<file path="src/rtl/ctmr_pkg.sv">
package ctmr_pkg;

    typedef enum logic [1:0] {
        CM_COUNT = 2'd0,
        CM_TIMER = 2'd1,
        CM_TMO   = 2'd2
    } ctmr_mode_e;

endpackage

</file>
<file path="src/rtl/ctmr_src_mux.sv">
module ctmr_src_mux #(
    parameter  int NSRC  = 4,
    localparam int SEL_W = (NSRC > 1) ? $clog2(NSRC) : 1
) (
    input  logic [NSRC-1:0]  src_en,
    input  logic [SEL_W-1:0] sel,
    output logic             tick
);

    // One enable pulse per source; only the selected one advances the counter.
    always_comb begin
        tick = 1'b0;
        for (int i = 0; i < NSRC; i++) begin
            if (sel == SEL_W'(i)) begin
                tick = src_en[i];
            end
        end
    end

endmodule

</file>
<file path="src/rtl/ctmr_preload.sv">
module ctmr_preload #(
    parameter  int BYTE_W = 8,
    parameter  int NBYTE  = 2,
    localparam int IDX_W  = (NBYTE > 1) ? $clog2(NBYTE) : 1,
    localparam int PL_W   = BYTE_W * NBYTE
) (
    input  logic              clk,
    input  logic              rst_n,
    input  logic              wr_en,
    input  logic [IDX_W-1:0]  wr_idx,
    input  logic [BYTE_W-1:0] wr_data,
    output logic [PL_W-1:0]   preload
);

    logic [NBYTE-1:0][BYTE_W-1:0] pl_d, pl_q;

    always_comb begin
        pl_d = pl_q;
        for (int b = 0; b < NBYTE; b++) begin
            if (wr_en && (wr_idx == IDX_W'(b))) begin
                pl_d[b] = wr_data;
            end
        end
    end

    always_ff @(posedge clk or negedge rst_n) begin
        if (!rst_n) begin
            pl_q <= '0;
        end else begin
            pl_q <= pl_d;
        end
    end

    assign preload = pl_q;

endmodule

</file>
<file path="src/rtl/ctmr_core.sv">
module ctmr_core
    import ctmr_pkg::*;
#(
    parameter int CNT_W = 16
) (
    input  logic             clk,
    input  logic             rst_n,
    input  ctmr_mode_e       mode,
    input  logic             tick,
    input  logic             start,
    input  logic             stop,
    input  logic             rx_char,
    input  logic [CNT_W-1:0] preload,
    output logic [CNT_W-1:0] count,
    output logic             sq,
    output logic             ready,
    output logic             irq
);

    typedef struct packed {
        logic [CNT_W-1:0] cnt;
        logic             run;
        logic             sq;
        logic             ready;
        logic             irq;
    } core_st_t;

    localparam core_st_t ST_RST = '{cnt: '0, run: 1'b0, sq: 1'b1, ready: 1'b0, irq: 1'b0};

    core_st_t s_d, s_q;
    logic     load_w, halt_w, expire_w, set_w;

    always_comb begin
        s_d      = s_q;
        s_d.irq  = 1'b0;
        set_w    = 1'b0;
        load_w   = start | ((mode == CM_TMO) & rx_char);
        halt_w   = stop & (mode != CM_TIMER);
        expire_w = s_q.run & tick & (s_q.cnt == CNT_W'(1));

        if (load_w) begin
            // A zero preload is not special: the next decrement wraps to all ones.
            s_d.cnt = preload;
            s_d.run = 1'b1;
            if (start) begin
                s_d.sq = 1'b1;
            end
        end else if (halt_w) begin
            s_d.run = 1'b0;
        end else if (s_q.run & tick) begin
            if (expire_w) begin
                if (mode == CM_TIMER) begin
                    // End of a half period: reload with the divisor now held.
                    s_d.cnt = preload;
                    s_d.sq  = ~s_q.sq;
                    set_w   = s_q.sq;
                end else begin
                    s_d.cnt = '0;
                    set_w   = 1'b1;
                    if (mode == CM_TMO) begin
                        s_d.run = 1'b0;
                    end
                end
            end else begin
                s_d.cnt = s_q.cnt - 1'b1;
            end
        end

        if (stop) begin
            s_d.ready = 1'b0;
        end
        // Setting ready takes precedence over a stop in the same cycle.
        if (set_w) begin
            s_d.ready = 1'b1;
            s_d.irq   = 1'b1;
        end
    end

    always_ff @(posedge clk or negedge rst_n) begin
        if (!rst_n) begin
            s_q <= ST_RST;
        end else begin
            s_q <= s_d;
        end
    end

    assign count = s_q.cnt;
    assign sq    = s_q.sq;
    assign ready = s_q.ready;
    assign irq   = s_q.irq;

endmodule

</file>
<file path="src/rtl/ctmr_top.sv">
module ctmr_top
    import ctmr_pkg::*;
#(
    parameter  int BYTE_W = 8,
    parameter  int NSRC   = 4,
    localparam int CNT_W  = 2 * BYTE_W,
    localparam int SEL_W  = $clog2(NSRC)
) (
    input  logic              clk,
    input  logic              rst_n,
    input  logic              pl_wr,
    input  logic              pl_wr_hi,
    input  logic [BYTE_W-1:0] pl_data,
    input  logic              cmd_start,
    input  logic              cmd_stop,
    input  logic [SEL_W:0]    mode_sel,
    input  logic              tmo_en,
    input  logic              src_ext,
    input  logic              src_txa,
    input  logic              src_txb,
    input  logic              src_xtal,
    input  logic              rx_char,
    output logic              ready,
    output logic              irq,
    output logic              sq_out,
    output logic [CNT_W-1:0]  count
);

    logic [CNT_W-1:0] preload_w;
    logic             tick_w;
    ctmr_mode_e       mode_w;

    always_comb begin
        if (tmo_en) begin
            mode_w = CM_TMO;
        end else if (mode_sel[SEL_W]) begin
            mode_w = CM_TIMER;
        end else begin
            mode_w = CM_COUNT;
        end
    end

    ctmr_preload #(.BYTE_W(BYTE_W), .NBYTE(2)) u_preload (
        .clk     (clk),
        .rst_n   (rst_n),
        .wr_en   (pl_wr),
        .wr_idx  (pl_wr_hi),
        .wr_data (pl_data),
        .preload (preload_w)
    );

    ctmr_src_mux #(.NSRC(NSRC)) u_src (
        .src_en ({src_xtal, src_txb, src_txa, src_ext}),
        .sel    (mode_sel[SEL_W-1:0]),
        .tick   (tick_w)
    );

    ctmr_core #(.CNT_W(CNT_W)) u_core (
        .clk     (clk),
        .rst_n   (rst_n),
        .mode    (mode_w),
        .tick    (tick_w),
        .start   (cmd_start),
        .stop    (cmd_stop),
        .rx_char (rx_char),
        .preload (preload_w),
        .count   (count),
        .sq      (sq_out),
        .ready   (ready),
        .irq     (irq)
    );

endmodule

</file>
<file path="config.mk">
export PLATFORM = sky130hd
export DESIGN_NAME = ctmr_top
export DESIGN_NICKNAME = d
export VERILOG_FILES = /design/src/rtl/ctmr_pkg.sv /design/src/rtl/ctmr_src_mux.sv /design/src/rtl/ctmr_preload.sv /design/src/rtl/ctmr_core.sv /design/src/rtl/ctmr_top.sv
export SDC_FILE = /design/constraint.sdc
export NUM_CORES = 1
export LEC_CHECK = 0
export ABC_AREA = 1
export CAP_MARGIN = 5
export CORE_ASPECT_RATIO = 2
export CORE_MARGIN = 4
export CORE_UTILIZATION = 40
export DETAILED_ROUTE_END_ITERATION = 16
export HOLD_SLACK_MARGIN = 0.08
export PLACE_DENSITY = 0.62
export SLEW_MARGIN = 0
export SYNTH_ARGS = -nofsm -noshare
export SYNTH_HDL_FRONTEND = slang
export SYNTH_SLANG_ARGS = --single-unit
</file>
<file path="constraint.sdc">
create_clock -name clk -period 4 [get_ports clk]
set_clock_uncertainty 0.1 [all_clocks]
set_input_delay 0.6 -clock clk [delete_from_list [all_inputs] [get_ports clk]]
set_output_delay 0.6 -clock clk [all_outputs]
set_load 0.005 [all_outputs]
</file>
==> results of run 1 <==
registers in the layout (all words and copies together), names as in the netlist:
| name | cells |
|---|---|
| u_core.count | 16 |
| u_core.irq | 1 |
| u_core.ready | 1 |
| u_core.s_q | 1 |
| u_core.sq | 1 |
| u_preload.preload | 16 |
report_power, final:
| group | internal (µW) | switching, µW |
|---|---|---|
| sequential | 425 | 78.3 |
| combinational | 188 | 202 |
| clock | 248 | 145 |
| total | 862 | 425 |
worst max-delay path, stage by stage:
cell	delay, ps
clkdlybuf4s50_1	510
inv_2	60
nand2_1	60
nand3_2	80
nand2_4	90
nand2_4	60
nand2_2	80
nand2_4	150
nor2_4	460
nand3_1	140
nand2_1	80
metal layers:
layer,vias up,wire length (µm),track usage (%)
li1,1037,-,-
met1,895,1979,15.40
met2,47,3024,29.70
met3,9,234,3.629
met4,0,166,8.990
met5,-,0,0
metrics by stage:
stage          worst slack [ps]  area (µm²)
3_5_place_dp               1463        2729
6_report                   1751        2875
3_3_place_gp               1468        2729
5_1_grt                    1573        2875
2_1_floorplan              2307        2405
4_1_cts                    1738        2875
final cells by class:
| cell class | instances | area [µm²] | area share (%) |
|---|---|---|---|
| Multi-Input combinational cell | 225 | 1164 | 40.47 |
| Sequential cell | 36 | 902.1 | 31.38 |
| Timing Repair Buffer | 43 | 425.4 | 14.80 |
| Inverter | 43 | 161.4 | 5.614 |
| Clock buffer | 8 | 146.4 | 5.091 |
| Tap cell | 61 | 76.32 | 2.654 |
placed cells by master, fill, tap and decap left out:
cell type	n
nor2_4	4
dfstp_2	1
clkdlybuf4s50_1	41
clkbuf_1	2
o211ai_1	1
buf_4	2
inv_1	42
inv_2	1
nor2_2	6
nand4_1	4
nand2_2	4
nor2_1	20
o22ai_1	1
clkbuf_8	1
nand2_4	4
o21ai_0	16
nand3_1	10
nor3_2	1
a211oi_1	1
xor2_1	4
xnor2_1	5
nor3_1	1
or2_2	1
clkbuf_16	5
nand2_1	122
a21oi_1	1
nand4_4	1
nand3b_1	4
nand3_2	12
ha_1	2
dfrtp_1	35
path summary, 6_finish.rpt:
kind / to / slack, ps / cells after the start
min: u_preload.preload[9] / 380 / 2
max: u_core.count[14] / 1750 / 11
max in group asynchronous: u_preload.preload[7] / 2830 / 2
min in group asynchronous: u_core.count[2] / 630 / 2
min reg2reg: u_preload.preload[9] / 380 / 2
max reg2reg: u_core.count[9] / 2160 / 10
logic make-up after synthesis:
kind of cell               count (synthesis)
DFF                                       36
xor gates and xnor gates                   9
adders and majority gates                  2
and+or+nand+nor                          194
AOI/OAI and AO/OA                         20
buffers and inverters                     66
==> flow_summary.toml, run 1 <==
[run_status]
status = "complete, no violations"

[worst_setup_path]
cp.arrival_ps = 2370
worstSetupStartpointType = "primary input"
crit_fanout = 18
reg2reg_from = "u_core.count[1]"
path_class = "primary input to flip-flop"
critical_path.startpoint = "mode_sel[0]"
end_kind = "flip-flop"
crit_required_ps = 4120

[place]
port_buffers = 41
dp_hpwl_um = 4177
gp_congestion = 0.8721
dp_cells = 408

[timing]
fin_crit_sh_pct = 56.22
max_freq_ghz = 0.4447
rsz0062_at_grt = "no"
hold_ws_ps = 380.4
slew_violations = 0
finalCriticalPeriod_ps = 2249
final-setup-viol-count = 0
relSlewSlack_pct = 66.72
fin_setup_tns_ps = 0
hold_violations = 0
tightest_slew_ps = 498.0

[synth]
synth_edf_count = 0
yosys.area_share.xor_xnor_pct = 3.278
synthesis.nets = 352
synth_area_leaders = "dfrtp_1, nand2_1, inv_1"
synth-seq-area-share_pct = 37.51
synth_cell_type_count = 31
ys_top_cells_by_count = "nand2_1, inv_1, dfrtp_1, nor2_1, buf_4"
yosysTopAreaCell = "dfrtp_1"
postSynthCellCount = 327
async_flop_share_pct = 100.0
yosysWarnings = 0
synth_mux_area_share_pct = 0
ys_seq_elements = 36
syn_area_um2 = 2405
synth.avg_cell_area_um2 = 7.354
synth-main-ff-cell = "dfrtp_1"
synth_compound_area_share_pct = 4.422
synthSimpleGateAreaFrac_pct = 39.65
synth_top_area_share_pct = 36.42
synth_top_family_by_area = "simple AND/OR/NAND/NOR gates"
yosysMostFrequentCell = "nand2_1"
synth_fa_ha_area_share_pct = 1.041

[floorplan]
die_w_um = 62.83
num_io_pins = 42
core-area_um2 = 5758
die_h_um = 117.7
dieArea_um2 = 7392
initial_utilization_pct = 41.76
fp-row-count = 39

[drt]
drc = 0
wl_um = 5405
wl_per_cell_um = 12.99
via_per_inst = 4.779
first_pass_iters = 5
ant_nets = 0
drtIter0Drc = 65
dr_total_vias = 1988

[grt]
antenna_found_initial = 0
gr-total-overflow = 0
grt_pass1_wl_um = 9149
grt_pass1_vias = 1926
track_usage_pct = 15.86
grt_max_degree = 37

[clock_tree]
cts-root-buf = "clkbuf_16"
cts-htree-levels = 2
cts_hold_buf = 0
clock_latency_ps = 280
cts_setup_buffers = 0
cts_resized = 0
cts_inserted_buffers = 5
cts_num_sinks = 36
cts_tree = "done"
path_clk_slew_ps = 60
clock_path_buffers = 2

[power]
p_leak_uw = 0.001420
ir_drop_uv = 293.3
power_density_nw_per_um2 = 447.7
finalPower_uw = 1287

[final_layout]
syn2layout_area_growth_pct = 19.56
diodes = 0
n_fill_cell = 560
nets = 379
utilization_pct = 49.93
fin_cells = 416
drive_gt1_share_pct = 12.11

[hold_path]
hold_class = "flip-flop to flip-flop"
hold_start = "u_preload.preload[9]"

[flow_run]
drv_cap = 0
Note: power is estimated with default switching activity, not from simulation.
==> inputs of run 2 (changes only) <==
- clock period: 4 -> 2.3 ns (I/O delays scaled with it)
==> flow_summary.toml, run 2 (synthesis results as in run 1) <==
[timing]
fin_setup_tns_ps = 0
max_freq_ghz = 0.5614
fin_crit_sh_pct = 77.45
tightest_slew_ps = 473.4
hold_ws_ps = 371.8
slew_violations = 0
hold_violations = 0
final-setup-viol-count = 0
relSlewSlack_pct = 68.44
rsz0062_at_grt = "no"
finalCriticalPeriod_ps = 1781

[drt]
wl_um = 5605
drc = 0
drtIter0Drc = 49
ant_nets = 0
dr_total_vias = 2032
via_per_inst = 4.850
first_pass_iters = 4
wl_per_cell_um = 13.38

[clock_tree]
cts_resized = 0
cts_inserted_buffers = 5
cts_num_sinks = 36
cts_setup_buffers = 0
cts_hold_buf = 0
clock_latency_ps = 280
path_clk_slew_ps = 60
cts_tree = "done"
cts-htree-levels = 2
clock_path_buffers = 2
cts-root-buf = "clkbuf_16"

[power]
p_leak_uw = 0.001440
finalPower_uw = 2264
power_density_nw_per_um2 = 778.1
ir_drop_uv = 468.8

[final_layout]
final-seq-area_um2 = 902.1
final_area_um2 = 2910
final_common_cell = "nand2_1"
diodes = 0
multi_input_area_um2 = 1164
nets = 382
utilization_pct = 50.54
n_fill_cell = 591
final_cell_mix = "nand2_1, inv_1, clkdlybuf4s50_1"
syn2layout_area_growth_pct = 21.02
drive_gt1_share_pct = 12.85

[worst_setup_path]
cp.arrival_ps = 1850
crit_required_ps = 2370
reg2reg_from = "u_core.count[6]"
reg2reg_depth = 9
crit_fanout = 15
end_kind = "flip-flop"
r2r-end = "u_core.count[12]"
critPathMostFrequentCell = "nand2_1"
r2r_setup_slack_ps = 520
max_stage_delay_ps = 460
path_class = "flip-flop to flip-flop"
crit_chain = "nor2_2, nand2_1, nor2_2, nand2_1, nor3_2, nor2_4, buf_12, nand3_1, nand2_1"
worstSetupStartpointType = "flip-flop"
cp_slowest_cell = "dfrtp_1"

[grt]
gr-total-overflow = 0
grt_pass1_vias = 2066
grt_pass1_wl_um = 9528
grt_max_degree = 37
antenna_found_initial = 0
track_usage_pct = 16.24

[hold_path]
hold_start = "u_core.sq"
min_to = "u_core.sq"
min_path_cells = 2
hold_class = "flip-flop to flip-flop"

[place]
dp_hpwl_um = 4385
gp_congestion = 0.8896
port_buffers = 41
placed_area_um2 = 2764

[flow_run]
drv_cap = 0

[floorplan]
initial_utilization_pct = 41.76
die_h_um = 117.7
fp-row-count = 39
num_io_pins = 42
core-area_um2 = 5758
dieArea_um2 = 7392
die_w_um = 62.83

[run_status]
status = "complete, no violations"
==> run 2: cell count changes in the layout (fill, tap and decap cells not counted) <==
cell | before | now
buf_12 | 0 | 1
buf_4 | 2 | 4
==> run 2: per-layer routing <==
layer  up-vias  track usage (%)  share of wire (%)
met1       936            15.78                 37
met3        11            3.152                3.4
met5         -                0                  0
met2        40            32.37                 57
met4         0            5.947                2.3
li1       1045                -                  -
==> run 2: layout make-up <==
cell class	instances	area share [%]
clock buffer	8	5.030
inverter	43	5.546
multi-input combinational	225	39.98
sequential	36	31.00
tap	61	2.623
timing repair buffer	46	15.82
==> run 2: how the worst max path moves through the flow <==
stage | from | to | slack (ps) | cells after the start
final | u_core.count[6] | u_core.count[12] | 520 | 9
after global routing | u_core.count[6] | u_core.count[12] | 360 | 9
after CTS | u_core.count[6] | u_core.count[12] | 490 | 9
after detailed placement | tmo_en | u_core.count[12] | 280 | 9
after global placement | mode_sel[0] | u_core.count[1] | 320 | 12
after floorplan | u_core.count[1] | u_core.count[10] | 700 | 10
==> run 2: report_power, final <==
group	leakage, µW	switching (µW)	internal [µW]
clock	0.0000712	254	432
sequential	0.000441	142	740
combinational	0.000927	359	339
==> run 2: metrics by stage <==
step / cells / setup slack, ps
2_1_floorplan: 327 / 703.4
3_3_place_gp: 411 / 323.2
3_5_place_dp: 411 / 283.2
4_1_cts: 419 / 491.9
5_1_grt: 419 / 357.9
6_report: 419 / 518.6
==> run 2: worst max-delay path: cells and delay by family, from the launching register on <==
family                 cells  cell delay [ps]
buffers and inverters      1              150
and+or+nand+nor            8              940
DFF                        1              460
